`src/rtl/fcinj_pkg.sv`:
```
package fcinj_pkg;

   localparam int CHAR_W = 8;

   // select encodings (bit order matters: 2'b10 is the first char of a pair)
   localparam logic [1:0] SEL_OFF    = 2'b00;
   localparam logic [1:0] SEL_SECOND = 2'b01;
   localparam logic [1:0] SEL_FIRST  = 2'b10;
   localparam logic [1:0] SEL_BOTH   = 2'b11;

   typedef enum logic [1:0] {
      FCK_NONE  = 2'd0,
      FCK_PAUSE = 2'd1,
      FCK_GO    = 2'd2
   } fc_kind_e;

   // word-length code 0..3 -> 5..8 low bits kept
   function automatic logic [CHAR_W-1:0] frame_mask(input logic [1:0] wl);
      logic [CHAR_W-1:0] m;
      m = '1;
      m = m >> (CHAR_W - 5 - int'(wl));
      return m;
   endfunction

endpackage

```
`src/rtl/fcinj_lvl.sv`:
```
module fcinj_lvl #(
   parameter int LVL_W     = 7,
   parameter int NIB_W     = 4,
   parameter int SCALE     = 4,
   parameter bit REG_LEVEL = 1'b0
) (
   input  logic             clk,
   input  logic             rst_n,
   input  logic             en,
   input  logic [LVL_W-1:0] rx_level,
   input  logic [NIB_W-1:0] hi_nib,
   input  logic [NIB_W-1:0] lo_nib,
   output logic             go_halt,
   output logic             go_resume
);

   logic [LVL_W-1:0] lvl;
   logic [LVL_W-1:0] hi_mark;
   logic [LVL_W-1:0] lo_mark;
   logic             halted_q;

   generate
      if (REG_LEVEL) begin : g_lvl_reg
         logic [LVL_W-1:0] lvl_q;
         always_ff @(posedge clk or negedge rst_n) begin
            if (!rst_n) lvl_q <= '0;
            else        lvl_q <= rx_level;
         end
         assign lvl = lvl_q;
      end else begin : g_lvl_dir
         assign lvl = rx_level;
      end
   endgenerate

   assign hi_mark = LVL_W'(hi_nib) * LVL_W'(SCALE);
   assign lo_mark = LVL_W'(lo_nib) * LVL_W'(SCALE);

   assign go_halt   = en && !halted_q && (lvl >  hi_mark);
   assign go_resume = en &&  halted_q && (lvl <= lo_mark);

   always_ff @(posedge clk or negedge rst_n) begin
      if (!rst_n)         halted_q <= 1'b0;
      else if (!en)       halted_q <= 1'b0;
      else if (go_halt)   halted_q <= 1'b1;
      else if (go_resume) halted_q <= 1'b0;
   end

endmodule

```
`src/rtl/fcinj_seq.sv`:
```
module fcinj_seq
   import fcinj_pkg::*;
(
   input  logic              clk,
   input  logic              rst_n,
   input  logic [1:0]        sel,
   input  logic              go_halt,
   input  logic              go_resume,
   input  logic              take,
   input  logic [CHAR_W-1:0] go_a,
   input  logic [CHAR_W-1:0] go_b,
   input  logic [CHAR_W-1:0] pause_a,
   input  logic [CHAR_W-1:0] pause_b,
   output logic              pend,
   output logic [CHAR_W-1:0] pend_char
);

   fc_kind_e kind_q;
   logic     second_q;
   logic     start_second;

   // single-character second-of-pair mode starts on the second slot
   assign start_second = (sel == SEL_SECOND);

   always_ff @(posedge clk or negedge rst_n) begin
      if (!rst_n) begin
         kind_q   <= FCK_NONE;
         second_q <= 1'b0;
      end else if (sel == SEL_OFF) begin
         kind_q   <= FCK_NONE;
         second_q <= 1'b0;
      end else if (go_halt) begin
         kind_q   <= FCK_PAUSE;
         second_q <= start_second;
      end else if (go_resume) begin
         kind_q   <= FCK_GO;
         second_q <= start_second;
      end else if (take) begin
         if (sel == SEL_BOTH && !second_q) begin
            second_q <= 1'b1;
         end else begin
            kind_q   <= FCK_NONE;
            second_q <= 1'b0;
         end
      end
   end

   assign pend = (kind_q != FCK_NONE);

   always_comb begin
      unique case (kind_q)
         FCK_PAUSE: pend_char = second_q ? pause_b : pause_a;
         FCK_GO:    pend_char = second_q ? go_b    : go_a;
         default:   pend_char = '0;
      endcase
   end

endmodule

```
`src/rtl/fcinj_arb.sv`:
```
module fcinj_arb
   import fcinj_pkg::*;
#(
   parameter bit MASK_FIFO = 1'b0
) (
   input  logic              clk,
   input  logic              rst_n,
   input  logic              fc_pend,
   input  logic [CHAR_W-1:0] fc_char,
   input  logic [1:0]        word_len,
   input  logic              fifo_req,
   input  logic [CHAR_W-1:0] fifo_byte,
   output logic              fifo_ack,
   output logic              fc_take,
   output logic              tx_req,
   output logic [CHAR_W-1:0] tx_byte,
   input  logic              tx_ack,
   output logic              out_fc
);

   logic              hold_v;
   logic [CHAR_W-1:0] hold_b;
   logic              hold_fc;
   logic              slot_free;
   logic [CHAR_W-1:0] mask;
   logic [CHAR_W-1:0] fifo_val;

   assign mask      = frame_mask(word_len);
   assign slot_free = !hold_v || tx_ack;
   assign fc_take   = slot_free && fc_pend;
   assign fifo_ack  = slot_free && !fc_pend && fifo_req;

   generate
      if (MASK_FIFO) begin : g_fifo_trim
         assign fifo_val = fifo_byte & mask;
      end else begin : g_fifo_raw
         assign fifo_val = fifo_byte;
      end
   endgenerate

   always_ff @(posedge clk or negedge rst_n) begin
      if (!rst_n) begin
         hold_v  <= 1'b0;
         hold_b  <= '0;
         hold_fc <= 1'b0;
      end else if (slot_free) begin
         if (fc_pend) begin
            hold_v  <= 1'b1;
            hold_b  <= fc_char & mask;
            hold_fc <= 1'b1;
         end else if (fifo_req) begin
            hold_v  <= 1'b1;
            hold_b  <= fifo_val;
            hold_fc <= 1'b0;
         end else begin
            hold_v  <= 1'b0;
            hold_fc <= 1'b0;
         end
      end
   end

   assign tx_req  = hold_v;
   assign tx_byte = hold_b;
   assign out_fc  = hold_fc;

endmodule

```
`src/rtl/fcinj_top.sv`:
```
module fcinj_top
   import fcinj_pkg::*;
#(
   parameter int  FIFO_DEPTH = 64,
   parameter int  NIB_W      = 4,
   parameter int  THR_SCALE  = 4,
   parameter bit  REG_LEVEL  = 1'b0,
   parameter bit  MASK_FIFO  = 1'b0,
   localparam int LVL_W      = $clog2(FIFO_DEPTH + 1)
) (
   input  logic              clk,
   input  logic              rst_n,
   input  logic [LVL_W-1:0]  rx_level,
   input  logic [2*NIB_W-1:0] thr_cfg,
   input  logic [1:0]        mode_sel,
   input  logic [1:0]        word_len,
   input  logic [CHAR_W-1:0] xon_a,
   input  logic [CHAR_W-1:0] xon_b,
   input  logic [CHAR_W-1:0] xoff_a,
   input  logic [CHAR_W-1:0] xoff_b,
   input  logic              fifo_req,
   input  logic [CHAR_W-1:0] fifo_byte,
   output logic              fifo_ack,
   output logic              tx_req,
   output logic [CHAR_W-1:0] tx_byte,
   input  logic              tx_ack
);

   localparam int MAX_MARK = THR_SCALE * ((1 << NIB_W) - 1);

   generate
      if (MAX_MARK > FIFO_DEPTH) begin : g_bad_scale
         $error("threshold range exceeds FIFO depth");
      end
      if (FIFO_DEPTH < 2) begin : g_bad_depth
         $error("FIFO depth too small");
      end
   endgenerate

   logic              inj_en;
   logic              go_halt;
   logic              go_resume;
   logic              fc_pend;
   logic [CHAR_W-1:0] fc_char;
   logic              fc_take;
   logic              out_fc;

   assign inj_en = (mode_sel != SEL_OFF);

   fcinj_lvl #(
      .LVL_W    (LVL_W),
      .NIB_W    (NIB_W),
      .SCALE    (THR_SCALE),
      .REG_LEVEL(REG_LEVEL)
   ) u_lvl (
      .clk      (clk),
      .rst_n    (rst_n),
      .en       (inj_en),
      .rx_level (rx_level),
      .hi_nib   (thr_cfg[NIB_W-1:0]),
      .lo_nib   (thr_cfg[2*NIB_W-1:NIB_W]),
      .go_halt  (go_halt),
      .go_resume(go_resume)
   );

   fcinj_seq u_seq (
      .clk      (clk),
      .rst_n    (rst_n),
      .sel      (mode_sel),
      .go_halt  (go_halt),
      .go_resume(go_resume),
      .take     (fc_take),
      .go_a     (xon_a),
      .go_b     (xon_b),
      .pause_a  (xoff_a),
      .pause_b  (xoff_b),
      .pend     (fc_pend),
      .pend_char(fc_char)
   );

   fcinj_arb #(
      .MASK_FIFO(MASK_FIFO)
   ) u_arb (
      .clk      (clk),
      .rst_n    (rst_n),
      .fc_pend  (fc_pend),
      .fc_char  (fc_char),
      .word_len (word_len),
      .fifo_req (fifo_req),
      .fifo_byte(fifo_byte),
      .fifo_ack (fifo_ack),
      .fc_take  (fc_take),
      .tx_req   (tx_req),
      .tx_byte  (tx_byte),
      .tx_ack   (tx_ack),
      .out_fc   (out_fc)
   );

endmodule

```
`config.mk`:
```
export PLATFORM = sky130hd
export DESIGN_NAME = fcinj_top
export DESIGN_NICKNAME = d
export VERILOG_FILES = /design/src/rtl/fcinj_pkg.sv /design/src/rtl/fcinj_lvl.sv /design/src/rtl/fcinj_seq.sv /design/src/rtl/fcinj_arb.sv /design/src/rtl/fcinj_top.sv
export SDC_FILE = /design/constraint.sdc
export NUM_CORES = 1
export LEC_CHECK = 0
export ABC_AREA = 1
export CAP_MARGIN = 5
export CELL_PAD_IN_SITES_DETAIL_PLACEMENT = 0
export CELL_PAD_IN_SITES_GLOBAL_PLACEMENT = 1
export CORE_UTILIZATION = 26
export CTS_BUF_LIST = sky130_fd_sc_hd__clkbuf_8 sky130_fd_sc_hd__clkbuf_16
export DETAILED_ROUTE_END_ITERATION = 16
export GPL_TIMING_DRIVEN = 1
export PLACE_DENSITY = 0.88
export SLEW_MARGIN = 20
export SYNTH_ARGS = -nofsm -noshare
export SYNTH_HDL_FRONTEND = slang
export SYNTH_HIERARCHICAL = 1
export SYNTH_SLANG_ARGS = --single-unit
```
`constraint.sdc`:
```
create_clock -name clk -period 1.8 [get_ports clk]
set_clock_uncertainty 0.1 [all_clocks]
set_input_delay 0.27 -clock clk [delete_from_list [all_inputs] [get_ports clk]]
set_output_delay 0.27 -clock clk [all_outputs]
set_load 0.03 [all_outputs]
```
==> metrics.md, run 1 <==
| Metric | Value |
|---|---|
| Status | completed |
| Slew Limit Fails | 0 |
| Overflow after GRT | 0 |
| Cts bufs inserted | 3 |
| PwrDens | 889.3 mW/mm2 |
| Fin. Hold Viols | 0 |
| Clock share of power | 0.116 |
| Worst R2R Path Depth | 10 |
| Die area | 0.005885 mm2 |
| Cell count after placement | approximately 400 |
| Register area | 325.3 um2 |
| Horiz. Die Dim | around 77 um |
| Crit path DAT | roughly 1800 ps |
| Core Box Area | 0.005238 mm2 |
| CP Capture Type | flip-flop |
| Routability cong. | around 0.79 |
| Final setup viols | 0 |
| Leak | around 0.0013 uW |
| Critical path class | in2reg |
| Power, Total | 2155 uW |
| RSZ-0062 raised after global routing | yes |
| Synth Instances | 252 |
| Synth warn | 6 |
| IO Pins | 73 |
| Vias in the first global route | 1720 |
| Register-to-register setup slack | between 150 and 200 ps |
| Final worst-path cycle share | 0.9582 |
| Fillers | 544 |
| DRC errors left | 0 |
| Post-DP HPWL | 3101 um |
| Measured slew at the worst slew-check pin | 600.5 ps |
| Final min period | ~1700 ps |
| Layout Nets | around 410 |
| Port bufs | between 70 and 80 |
| Clock root cell | clkbuf_8 |
| Syn_nets | ~330 |
| Initial core utilization | 0.2771 |
| TNS Setup | 0 ps |
| Rows | 26 |
| Total GRT Usage | 0.1462 |
| Via count | 1663 |
| Average wire per standard cell | approximately 10 um |
| Largest net degree at the start of global routing | 28 |
| Sequential share of power | 0.224 |
| CP max-delay cell | ha_1 |
| Area of the multi-input gates | 933.4 um2 |
| DR iter-0 viols | between 50 and 60 |
| Layout area overhead | 66.98% |
| Clock transition at path regs | 60 ps |
| TritonCTS Sinks | 13 |
| Share of cells above drive strength 1 | 0.1446 |
| Post-DRT Antenna Nets | 0 |
| Peak VDD IR | 0.0005399 V |
| Synthesized area per cell | roughly 5.8 um2 |
| N_diodes | 0 |
| Peak Freq | 0.5798 GHz |
| Core Util, Final | 0.4627 |
| Synthesized area | 0.001451 mm2 |
| H-tree Lvls | 1 |
| Die height | 76.72 um |
| Max_slew headroom | 0.5984 |
| R2r startpoint | u_seq/kind_q[0] |
| Logic pwr share | 0.659 |
| CTS tree | built |
| Sw frac | 0.4561 |
| Crit Reg-Reg Endpoint | u_arb/tx_byte[5] |
| Worst-path fanout max | 4 |
| Startpoint types | primary input |
| NetSw | 983.0 uW |
| DR vias/cell | 4.137 |
| Bufs on Longest Clock Path | 2 |
| Final wirelength | approximately 4000 um |
| CP most frequent cell | nand2_1 |
| Non-filler cells, final | 402 |
| Internal power | 1172 uW |
| First-pass GRT wire length | between 7000 and 8000 um |
| Critical-path cell list | dlygate4sd2_1 -> ha_1 -> inv_1 -> nor2_2 -> nand4_1 -> a21oi_4 -> nor2_4 -> nand2_2 -> nand2_1 -> nand2_1 -> nand2_1 |
| Crit-path max cell delay | 280 ps |
| Initial antenna violation count | 0 |
| Hold WC Path Type | in2async |
| Worst-skew pair later-pin latency | 240 ps |
| Critical Path RT | approximately 1800 ps |
| Pre-antenna DRT Iters | 4 |
| Max_cap viols | 0 |
-- layout by cell type, fill, tap and decap left out, types with 2 or more instances in the layout --
cell,count
nor2_2,3
or2_2,7
buf_4,10
inv_1,52
inv_2,6
nand4_1,2
nor2_1,10
clkbuf_8,3
nand2_1,96
a21oi_1,9
nand3_1,20
ha_1,7
o21ai_1,2
ha_4,3
nand2_2,6
dlygate4sd2_1,5
nor2_4,2
clkdlybuf4s50_1,61
dlymetal6s2s_1,5
dfrtp_1,13
nand3_2,2
-- layer usage --
layer,vias up,GRT usage,share of wire
li1,906,-,-
met5,-,0,0
met4,0,0.02885,0.0048
met1,696,0.1787,0.47
met3,2,0.03333,0.075
met2,59,0.2598,0.45
-- area by class of cell --
class                           instances  share of cell area
Multi-Input combinational cell        175              0.3851
Tap cell                               70             0.03614
Clock inverter                          1            0.001549
Timing Repair Buffer                   82              0.3351
Sequential cell                        13              0.1342
Clock buffer                            3             0.01704
Inverter                               58             0.09086
-- state kept, by name (all words and copies together), names as in the netlist --
register and flops:
u_arb/tx_byte 8, u_seq/kind_q 2, u_arb/tx_req 1, u_lvl/halted_q 1, u_seq/second_q 1
-- worst max-delay path: cells and delay by family --
kind / cells / cell delay, ps
and+or+nand+nor: 7 / 630
adders and majority gates: 1 / 280
AOI/OAI and AO/OA: 1 / 250
buffers and inverters: 2 / 310
-- worst max path at each step --
stage                     slack [ps]  cells past startpoint              end         from
after floorplan                  190                     14  u_seq/kind_q[0]   thr_cfg[3]
after global placement          -350                     15  u_seq/kind_q[0]   thr_cfg[3]
after detailed placement        -420                     15  u_seq/kind_q[0]   thr_cfg[3]
after CTS                         10                     13  u_seq/kind_q[0]   thr_cfg[5]
after global routing             -10                     11   u_seq/second_q  rx_level[5]
final                             80                     11   u_seq/second_q  rx_level[5]
-- timing repair --
action	CTS	global route
resized for setup	19	11
setup endpoints to repair	3	4
buffers inserted	1	1
pin swaps	15	7
cloned	0	0
hold endpoints to repair	0	0
hold buffers	0	0
-- power groups by stage --
stage | Clock [uW] | Combinational (uW) | Sequential [uW]
3_3_place_gp | 0 | 1380 | 485
6_report | 251 | 1420 | 483
5_1_grt | 278 | 1600 | 504
2_1_floorplan | 0 | 707 | 656
4_1_cts | 263 | 1430 | 485
3_5_place_dp | 0 | 1390 | 489
-- per-stage QoR --
step                cell area, um2  worst slack [ps]  hold slack [ps]
detailed placement            2281            -424.0            368.6
CTS                           2389             11.67            328.7
global route                  2424            -10.79            360.1
global placement              2281            -353.7            368.0
floorplan                     1451             189.7           -125.6
finish                        2424             75.22            308.6
No activity file was read; power rests on OpenSTA's default activity.
==> inputs of run 2 (changes only) <==
--- a/config.mk
+++ b/config.mk
@@ -5,14 +5,15 @@
 export SDC_FILE = /design/constraint.sdc
 export NUM_CORES = 1
 export LEC_CHECK = 0
-export ABC_AREA = 1
 export CAP_MARGIN = 5
 export CELL_PAD_IN_SITES_DETAIL_PLACEMENT = 0
 export CELL_PAD_IN_SITES_GLOBAL_PLACEMENT = 1
-export CORE_UTILIZATION = 26
+export CORE_UTILIZATION = 29
 export CTS_BUF_LIST = sky130_fd_sc_hd__clkbuf_8 sky130_fd_sc_hd__clkbuf_16
 export DETAILED_ROUTE_END_ITERATION = 16
+export GPL_ROUTABILITY_DRIVEN = 0
 export GPL_TIMING_DRIVEN = 1
+export HOLD_SLACK_MARGIN = 0.03
 export PLACE_DENSITY = 0.88
 export SLEW_MARGIN = 20
 export SYNTH_ARGS = -nofsm -noshare
==> run 2 against run 1 <==
Net effect:
- combinational power increased by 17%
- the flow now finishes with violations (design-rule violations, negative setup slack)
- cell count decreased by 31%
- non-clock buffer count increased by 11
- wire length decreased by 4.1%
- highest routed layer unchanged
- largest cell class unchanged
- die area decreased by 13%
- first-iteration DRC count decreased by 40%
- sequential cell count unchanged
- via count decreased by 20%
==> metrics.md, run 2 <==
| Metric | Value |
|---|---|
| Peak VDD IR | a little over 0.0007 V |
| Fillers | between 400 and 500 |
| Post-DRT Antenna Nets | 0 |
| Layout Nets | between 300 and 400 |
| Hold WC Path Type | in2async |
| Cell Area, Placed | between 0.002 and 0.0025 mm2 |
| Layout Cell Area excl Fill | 0.002491 mm2 |
| Final worst-path cycle share | 1.040 |
| Post-DP HPWL | approximately 2900 um |
| Critical Path RT | 1820 ps |
| Vias in the first global route | 1307 |
| Measured slew at the worst slew-check pin | 330.7 ps |
| Die height | 71.36 um |
| First-pass GRT wire length | 6016 um |
| Initial antenna violation count | 0 |
| Setup ws final | -72.27 ps |
| Total GRT Usage | 0.1473 |
| Clock share of power | 0.103 |
| Hold slack | 262.3 ps |
| IO Pins | 73 |
| Largest net degree at the start of global routing | 14 |
| Crit path DAT | 1890 ps |
| Family with the most delay on the worst path | multiplexers |
| Share of cells above drive strength 1 | 0.4449 |
| Critical-path cell list | buf_12 -> mux2_4 -> a22oi_2 -> nor2b_1 -> mux2_4 -> mux2_4 |
| Synthesized area | ~0.0014 mm2 |
| Power, Total | 2390 uW |
| Synth Instances | around 140 |
| Clock root cell | clkbuf_8 |
| Setup WS pre-CTS | -544.7 ps |
| Worst-skew pair later-pin latency | 240 ps |
| Port bufs | roughly 70 |
| Peak Freq | 0.5341 GHz |
| Clock transition at path regs | 50 ps |
| Worst path bufs/invs | 1 |
| Startpoint types | flip-flop |
| RSZ-0062 raised after global routing | yes |
| CP most frequent cell | mux2_4 |
| Final min period | 1872 ps |
| Sequential share of power | 0.203 |
| Core Box Area | 0.004474 mm2 |
| Sw frac | 0.3713 |
| DR vias/cell | 4.767 |
| Bufs on Longest Clock Path | 2 |
| PwrDens | approximately 960 mW/mm2 |
| TritonCTS Sinks | 13 |
| Hold-fix buffers at CTS | 0 |
| N_diodes | 0 |
| CP max-delay cell | dfrtp_2 |
| Horiz. Die Dim | 71.36 um |
| CP Capture Type | flip-flop |
| Via count | between 1000 and 1500 |
| Critical Path Stages | 6 |
| Syn_nets | 210 |
| Rows | 24 |
| Status | complete, but fails checks |
| Final setup viols | 7 |
| Worst-path fanout max | 8 |
| Average wire per standard cell | 13.69 um |
| Max_slew headroom | 0.7789 |
| Slew Limit Fails | 0 |
| Synthesized area per cell | 10.26 um2 |
| Number of flip-flops in the largest register | 8 |
| Fin. Hold Viols | 0 |
| Internal power | 1503 uW |
| Pre-antenna DRT Iters | 10 |
| Critical path class | reg2reg |
| Cts bufs inserted | 3 |
| Max_cap viols | 0 |
| DRC errors left | 5 |
| Layout area overhead | 78.57% |
| Final wirelength | 3819 um |
| H-tree Lvls | 1 |
| Core Util, Final | 0.5568 |
| Most frequent cells in the layout | clkdlybuf4s50_1, mux2_4, buf_4 |
| Logic pwr share | 0.694 |
| Worst R2R Path Depth | 6 |
| CTS tree | built |
| Most common cell after layout, fill and taps aside | clkdlybuf4s50_1 |
| DR iter-0 viols | 33 |
| Synth warn | 6 |
| Crit-path max cell delay | 440 ps |
| Leak | 0.001037 uW |
| Overflow after GRT | 0 |
| Initial core utilization | 0.3118 |
| NetSw | 887.5 uW |
| Die area | 0.005092 mm2 |
| Failing checks | design-rule violations, negative setup slack |
-- run 2: power groups by stage --
stage               logic (uW)  clock network, uW  registers, uW
global route              1770                273            501
floorplan                  840                  0            641
global placement          1460                  0            474
detailed placement        1470                  0            476
CTS                       1550                260            476
finish                    1660                247            486
-- run 2: through the flow --
stage	instances	setup TNS [ps]
after floorplan	136	0
final	279	-298.4
after global routing	279	-777.6
after detailed placement	268	-2779
after CTS	277	-430.3
after global placement	268	-2597
-- run 2: timing repair --
item                       4_1_cts  5_1_grt
gates resized for setup         51       27
gates cloned                     0        1
pin swaps                       18       11
setup endpoints to repair       13       13
setup buffers                    5        1
-- run 2: final timing paths --
check / start / end / slack, ps
worst min-delay path: rst_n / u_arb/tx_byte[1] / 260
worst max-delay path: u_seq/second_q / u_arb/tx_byte[3] / -70
min in group clk: u_arb/tx_byte[2] / u_arb/tx_byte[2] / 400
worst max register to register: u_seq/second_q / u_arb/tx_byte[3] / -70
max in group asynchronous: rst_n / u_seq/second_q / 1160
worst min register to register: u_arb/tx_byte[2] / u_arb/tx_byte[2] / 400
-- run 2: final cells by class --
type,instances,area (um2),share of cell area
Multi-Input combinational cell,102,1132,0.4545
Timing Repair Buffer,93,863.3,0.3466
Sequential cell,13,326.6,0.1311
Clock buffer,3,41.29,0.01657
Tap cell,52,65.06,0.02612
Clock inverter,1,3.754,0.001507
Inverter,15,58.81,0.02361
-- run 2: per-layer routing --
metal | share of wire | vias up | GRT usage
met3 | 0.050 | 4 | 0.02250
met1 | 0.48 | 612 | 0.2047
met5 | 0 | - | 0
met4 | 0.0076 | 0 | 0.04667
li1 | - | 673 | -
met2 | 0.47 | 41 | 0.2349
